### config.mk
export PLATFORM = sky130hd
export DESIGN_NAME = bsr_chain
export DESIGN_NICKNAME = d
export VERILOG_FILES = /design/src/rtl/bsr_pkg.sv /design/src/rtl/bsr_rst_sync.sv /design/src/rtl/bsr_obs_cell.sv /design/src/rtl/bsr_upd_cell.sv /design/src/rtl/bsr_pin_drive.sv /design/src/rtl/bsr_chain.sv
export SDC_FILE = /design/constraint.sdc
export NUM_CORES = 1
export LEC_CHECK = 0
export CAP_MARGIN = 30
export CORE_UTILIZATION = 50
export CTS_CLUSTER_DIAMETER = 120
export DETAILED_ROUTE_END_ITERATION = 12
export PLACE_DENSITY = 0.73
export SYNTH_ARGS = -nofsm -noshare
export SYNTH_HDL_FRONTEND = slang
export SYNTH_SLANG_ARGS = --single-unit
### constraint.sdc
create_clock -name tck -period 11.9 [get_ports tck]
set_input_delay 2.38 -clock tck [delete_from_list [all_inputs] [get_ports tck]]
set_output_delay 2.38 -clock tck [all_outputs]
set_load 0.02 [all_outputs]
### src/rtl/bsr_pkg.sv
package bsr_pkg;

  typedef enum logic [2:0] {
    CK_AUX,
    CK_INT,
    CK_CTL,
    CK_OUT,
    CK_IN
  } cell_kind_e;

  localparam int unsigned CHAIN_LEN = 97;
  localparam int unsigned SEG_N     = 4;
  localparam int unsigned TRIPLET   = 3;

  // first cell of each pin segment, counted from the tdo end
  function automatic int unsigned seg_lo(int unsigned s);
    case (s)
      0:       return 10;
      1:       return 34;
      2:       return 70;
      default: return 91;
    endcase
  endfunction

  // last cell of each pin segment
  function automatic int unsigned seg_hi(int unsigned s);
    case (s)
      0:       return 21;
      1:       return 60;
      2:       return 87;
      default: return 96;
    endcase
  endfunction

  // number of pins that lie in segments below s
  function automatic int unsigned seg_pin_base(int unsigned s);
    int unsigned acc;
    acc = 0;
    for (int unsigned k = 0; k < s; k++) begin
      acc += (seg_hi(k) - seg_lo(k) + 1) / TRIPLET;
    end
    return acc;
  endfunction

  localparam int unsigned PIN_COUNT = seg_pin_base(SEG_N);

  function automatic cell_kind_e kind_of(int unsigned idx);
    cell_kind_e k;
    k = CK_INT;
    if (idx == 0) k = CK_AUX;
    for (int unsigned s = 0; s < SEG_N; s++) begin
      if (idx >= seg_lo(s) && idx <= seg_hi(s)) begin
        case ((idx - seg_lo(s)) % TRIPLET)
          0:       k = CK_CTL;
          1:       k = CK_OUT;
          default: k = CK_IN;
        endcase
      end
    end
    return k;
  endfunction

  function automatic int unsigned pin_of(int unsigned idx);
    int unsigned p;
    p = 0;
    for (int unsigned s = 0; s < SEG_N; s++) begin
      if (idx >= seg_lo(s) && idx <= seg_hi(s)) begin
        p = seg_pin_base(s) + (idx - seg_lo(s)) / TRIPLET;
      end
    end
    return p;
  endfunction

endpackage

### src/rtl/bsr_rst_sync.sv
module bsr_rst_sync #(
  parameter int unsigned STAGES = 2
) (
  input  logic clk,
  input  logic arst_n,
  output logic rst_n
);

  logic [STAGES-1:0] sync_q;
  logic [STAGES-1:0] sync_nxt;

  always_comb begin
    sync_nxt = {sync_q[STAGES-2:0], 1'b1};
  end

  always_ff @(posedge clk or negedge arst_n) begin
    if (!arst_n) begin
      sync_q <= '0;
    end else begin
      sync_q <= sync_nxt;
    end
  end

  assign rst_n = sync_q[STAGES-1];

endmodule

### src/rtl/bsr_obs_cell.sv
module bsr_obs_cell (
  input  logic clk,
  input  logic rst_n,
  input  logic cap_en,
  input  logic shift_en,
  input  logic cap_d,
  input  logic ser_d,
  output logic q
);

  logic q_nxt;

  always_comb begin
    q_nxt = q;
    if (cap_en) begin
      q_nxt = cap_d;
    end else if (shift_en) begin
      q_nxt = ser_d;
    end
  end

  always_ff @(posedge clk or negedge rst_n) begin
    if (!rst_n) begin
      q <= 1'b0;
    end else begin
      q <= q_nxt;
    end
  end

endmodule

### src/rtl/bsr_upd_cell.sv
module bsr_upd_cell #(
  parameter logic UPD_RST = 1'b0
) (
  input  logic clk,
  input  logic rst_n,
  input  logic cap_en,
  input  logic shift_en,
  input  logic upd_en,
  input  logic cap_d,
  input  logic ser_d,
  output logic q,
  output logic upd_q
);

  logic q_nxt;
  logic upd_nxt;

  always_comb begin
    q_nxt = q;
    if (cap_en) begin
      q_nxt = cap_d;
    end else if (shift_en) begin
      q_nxt = ser_d;
    end
  end

  always_comb begin
    upd_nxt = upd_q;
    if (upd_en) begin
      upd_nxt = q;
    end
  end

  always_ff @(posedge clk or negedge rst_n) begin
    if (!rst_n) begin
      q <= 1'b0;
    end else begin
      q <= q_nxt;
    end
  end

  always_ff @(posedge clk or negedge rst_n) begin
    if (!rst_n) begin
      upd_q <= UPD_RST;
    end else begin
      upd_q <= upd_nxt;
    end
  end

endmodule

### src/rtl/bsr_pin_drive.sv
module bsr_pin_drive (
  input  logic mode,
  input  logic hiz,
  input  logic core_d,
  input  logic core_en,
  input  logic upd_d,
  input  logic upd_ctl,
  output logic pad_d,
  output logic pad_en
);

  always_comb begin
    pad_d  = mode ? upd_d : core_d;
    pad_en = mode ? ~upd_ctl : core_en;
    if (hiz) begin
      pad_en = 1'b0;
    end
  end

endmodule

### src/rtl/bsr_chain.sv
module bsr_chain #(
  parameter int unsigned CELLS = bsr_pkg::CHAIN_LEN,
  parameter int unsigned PINS  = bsr_pkg::PIN_COUNT
) (
  input  logic            tck,
  input  logic            trst_n,
  input  logic            tdi,
  input  logic            capture_en,
  input  logic            shift_en,
  input  logic            update_en,
  input  logic            extest_mode,
  input  logic            force_highz,
  input  logic            aux_in,
  input  logic [PINS-1:0] core_out,
  input  logic [PINS-1:0] core_oe,
  input  logic [PINS-1:0] pad_in,
  output logic [PINS-1:0] pad_out,
  output logic [PINS-1:0] pad_oe,
  output logic            tdo
);

  import bsr_pkg::*;

  localparam int unsigned LAST = CELLS - 1;

  logic             rst_n_int;
  logic [CELLS-1:0] shift_q;
  logic [PINS-1:0]  upd_data;
  logic [PINS-1:0]  upd_ctl;

  bsr_rst_sync #(.STAGES(2)) u_rst (
    .clk    (tck),
    .arst_n (trst_n),
    .rst_n  (rst_n_int)
  );

  for (genvar i = 0; i < CELLS; i++) begin : g_cell
    localparam cell_kind_e  KIND = kind_of(i);
    localparam int unsigned PIN  = pin_of(i);
    logic ser_in;

    if (i == LAST) begin : g_head
      assign ser_in = tdi;
    end else begin : g_link
      assign ser_in = shift_q[i+1];
    end

    if (KIND == CK_AUX) begin : g_aux
      bsr_obs_cell u_cell (
        .clk(tck), .rst_n(rst_n_int), .cap_en(capture_en), .shift_en(shift_en),
        .cap_d(aux_in), .ser_d(ser_in), .q(shift_q[i])
      );
    end else if (KIND == CK_INT) begin : g_int
      bsr_obs_cell u_cell (
        .clk(tck), .rst_n(rst_n_int), .cap_en(capture_en), .shift_en(shift_en),
        .cap_d(1'b0), .ser_d(ser_in), .q(shift_q[i])
      );
    end else if (KIND == CK_IN) begin : g_in
      bsr_obs_cell u_cell (
        .clk(tck), .rst_n(rst_n_int), .cap_en(capture_en), .shift_en(shift_en),
        .cap_d(pad_in[PIN]), .ser_d(ser_in), .q(shift_q[i])
      );
    end else if (KIND == CK_OUT) begin : g_out
      bsr_upd_cell #(.UPD_RST(1'b0)) u_cell (
        .clk(tck), .rst_n(rst_n_int), .cap_en(capture_en), .shift_en(shift_en),
        .upd_en(update_en), .cap_d(core_out[PIN]), .ser_d(ser_in),
        .q(shift_q[i]), .upd_q(upd_data[PIN])
      );
    end else begin : g_ctl
      bsr_upd_cell #(.UPD_RST(1'b1)) u_cell (
        .clk(tck), .rst_n(rst_n_int), .cap_en(capture_en), .shift_en(shift_en),
        .upd_en(update_en), .cap_d(~core_oe[PIN]), .ser_d(ser_in),
        .q(shift_q[i]), .upd_q(upd_ctl[PIN])
      );
    end
  end

  for (genvar p = 0; p < PINS; p++) begin : g_pin
    bsr_pin_drive u_drv (
      .mode    (extest_mode),
      .hiz     (force_highz),
      .core_d  (core_out[p]),
      .core_en (core_oe[p]),
      .upd_d   (upd_data[p]),
      .upd_ctl (upd_ctl[p]),
      .pad_d   (pad_out[p]),
      .pad_en  (pad_oe[p])
    );
  end

  assign tdo = shift_q[0];

endmodule

==> metrics.md <==
| Metric | Value |
|---|---|
| Postcts setup bufs | `0` |
| Final hold violations | `0` |
| Crit path max fanout | `13` |
| Gate Count Post-Synth | `around 600` |
| Worst r2r dst | `g_cell[40].g_ctl.u_cell.upd_q` |
| First-pass GRT wire length | `about 22000 µm` |
| Number of hold buffers added after CTS | `0` |
| Final period util | `~54%` |
| Setup TNS | `0 ns` |
| PortBufs | `between 100 and 150` |
| Mean area per synthesized cell | `11.8 µm²` |
| DR WL/cell | `~16 µm` |
| Peak VDD IR | `between 90 and 100 µV` |
| Vias | `~4400` |
| Status | `complete, no violations` |
| Syn Std Cell Area | `between 6000 and 7000 µm²` |
| Layout cell share with drive strength beyond 1 | `around a fifth` |
| Slew Limit Fails | `0` |
| GRT Overall Usage | `20.0%` |
| Syn Nets | `between 600 and 700` |
| Pwr Total | `between 1 and 1.5 mW` |
| #FFs+latches synth | `141` |
| Static Leak | `between 3 and 4 nW` |
| Vias in the first global route | `4532` |
| Worst Hold Depth | `0` |
| Fillers | `roughly 1100` |
| Hold Path Class | `reg2reg` |
| Unrepaired setup endpoints after global routing | `false` |
| R2R depth | `2` |
| Root Buffer | `clkbuf_16` |
| DP HPWL | `8440 µm` |
| Crit path cell chain | `clkdlybuf4s50_1, buf_8, a21oi_1, clkdlybuf4s50_1` |
| ANT cells | `0` |
| Die H | `~120 µm` |
| Residual DRC | `0` |
| Crit path DAT | `4.10 ns` |
| Period minus WS final | `6.48 ns` |
| Nets@finish | `just over 700` |
| Origin of the worst min-delay path | `u_rst.sync_q[0]` |
| Placed Cells | `801` |
| Grt total ovfl | `0` |
| CP endpoint kind | `output pin` |
| Clk pin slew, worst setup/hold paths | `about 0.05 ns` |
| Starting Density | `between 50% and 60%` |
| Critical Path Max Stage Delay | `approximately 0.67 ns` |
| Routability cong. | `approximately 0.75` |
| Max transition margin | `45.0%` |
| Core area | `13400 µm²` |
| Slew @ Worst Pin | `between 0.8 and 0.9 ns` |
| Detailed Route WL | `about 13000 µm` |
| Endpoints failing setup | `0` |
| FP Rows | `42` |
| CTS tree | `done` |
| Initial antenna violation count | `0` |
| Flop-to-flop setup slack | `~10 ns` |
| H-tree depth | `4` |
| Crit path top cell by count | `clkdlybuf4s50_1` |
| Clock insertion delay at the later pin of the skew report | `0.41 ns` |
| Largest net degree at the start of global routing | `~80` |
| DIE WIDTH | `about 120 µm` |
| WP data required | `~9.5 ns` |
| Sink Count | `between 100 and 150` |
| FF-to-FF Start | `u_rst.sync_q[1]` |
| FMAX | `154 MHz` |
| Die ar. | `14300 µm²` |
| Setup Skew | `0.00588 ns` |
| Cts bufs inserted | `17` |
| Post-synthesis sequential area ratio | `51.3%` |
| Antenna Nets Post-Route | `0` |
| Critical path's top delay family | `buffers and inverters` |
| Post-CTS sizing | `0` |
| Max-Cap Viols | `0` |
| Multi-input logic area | `2760 µm²` |
| 1st-iter DRT viols | `roughly 200` |
| Yosys cell types | `15` |
| Worst setup startpoint | `force_highz` |
| CP Launch Type | `input pin` |
| Area Overhead vs Synth | `21.3%` |
| PwrDens | `between 150 and 200 nW/µm²` |
| Detailed Routing Iterations Pass 1 | `5` |
| Top Ports | `between 100 and 150` |
| Endpoint, Worst Hold | `u_rst.sync_q[1]` |
| Max clock buf depth | `2` |
| Synthesis warning total | `0` |
| Critical path buffer and inverter count | `3` |
| Post-route insts no fill | `about 830` |
| Seq. cell area | `around 3600 µm²` |
| Slowest cell on the critical path | `clkdlybuf4s50_1` |
| Critical path type | `in2out` |
| Routed vias/inst | `5.25` |
layer usage:
metal	part of all wire [%]	GRT usage [%]	vias to the layer above
li1	-	-	2072
met1	46	26.3	2196
met2	49	32.4	98
met5	0	0	-
met3	3.5	4.47	16
met4	1.4	7.50	0
registers in the layout, indices dropped and copies added, names as in the netlist:
| register | count |
|---|---|
| u_rst.sync_q | 2 |
| g_cell.g_ctl.u_cell.upd_q | 21 |
| g_cell.g_aux.u_cell.q | 1 |
| g_cell.g_int.u_cell.q | 33 |
| g_cell.g_out.u_cell.upd_q | 21 |
| g_cell.g_out.u_cell.q | 21 |
| g_cell.g_ctl.u_cell.q | 21 |
| g_cell.g_in.u_cell.q | 21 |
placed cells by master, fill, tap and decap left out:
cell / count
a21oi_1: 21
buf_12: 1
buf_16: 2
buf_2: 2
buf_4: 4
buf_6: 1
buf_8: 1
bufinv_16: 2
clkbuf_1: 2
clkbuf_16: 17
clkbuf_8: 8
clkdlybuf4s50_1: 110
clkinv_2: 3
conb_1: 1
dfrtp_1: 119
dfrtp_4: 1
dfstp_2: 21
mux2_2: 63
mux2i_1: 118
nand2_1: 43
nand2b_1: 42
nor2_1: 33
o21ai_0: 43
layout make-up:
cell class	count	area share [%]
clock inverter	5	0.894
tap	176	2.62
timing repair buffer	121	14.8
sequential	141	42.4
clock buffer	27	6.46
multi-input combinational	364	32.9
report_power, final:
| part | switching, mW | total, mW | internal [mW] | leakage [nW] |
|---|---|---|---|---|
| Clock | 0.185 | 0.537 | 0.352 | 0.309 |
| Sequential | 0.0344 | 0.571 | 0.537 | 1.73 |
| Combinational | 0.0887 | 0.198 | 0.109 | 1.78 |
Yosys cell counts:
master    number  area, µm²
mux2_2        63        709
nand2b_1      42        263
conb_1         1       3.75
clkbuf_1      10       37.5
o21ai_0       43        215
buf_6          6       67.6
buf_12         4       80.1
mux2i_1      118       1180
dfrtp_1      120       3000
buf_2         16       80.1
nand2_1       43        161
a21oi_1       21        105
buf_4         46        345
nor2_1        33        124
dfstp_2       21        552
worst register-to-register path: stages, from the launching register on:
cell and delay, ns:
dfrtp_4 0.94, buf_4 0.30, buf_16 0.33
cells by family (layout without fill, tap and decap cells):
group	Yosys count	after routing	synth area share (%)
mux	181	181	27.3
flops	141	141	51.3
simple gates	118	118	7.91
buf+inv	82	153	8.81
compound gates	64	64	4.62
other cells	1	1	0.0541
stage by stage:
stage | util [%] | hold WS, ns | setup WS, ns | instance area, µm²
after detailed placement | 57.9 | 0.341 | 5.44 | 7760
after global routing | 62.7 | 0.363 | 5.34 | 8400
final | 62.7 | 0.350 | 5.42 | 8400
after global placement | 57.4 | 0.340 | 5.18 | 7690
after floorplan | - | 0.331 | 6.29 | 6930
after CTS | 62.5 | 0.354 | 5.43 | 8370
worst max-delay path by stage:
stage	endpoint	cells past startpoint
3_3_place_gp	pad_oe[3]	3
2_1_floorplan	pad_out[10]	4
3_5_place_dp	pad_oe[11]	4
4_1_cts	pad_oe[18]	4
5_1_grt	pad_oe[3]	4
6_report	pad_oe[19]	4
Power figures use the tool's default switching activity.
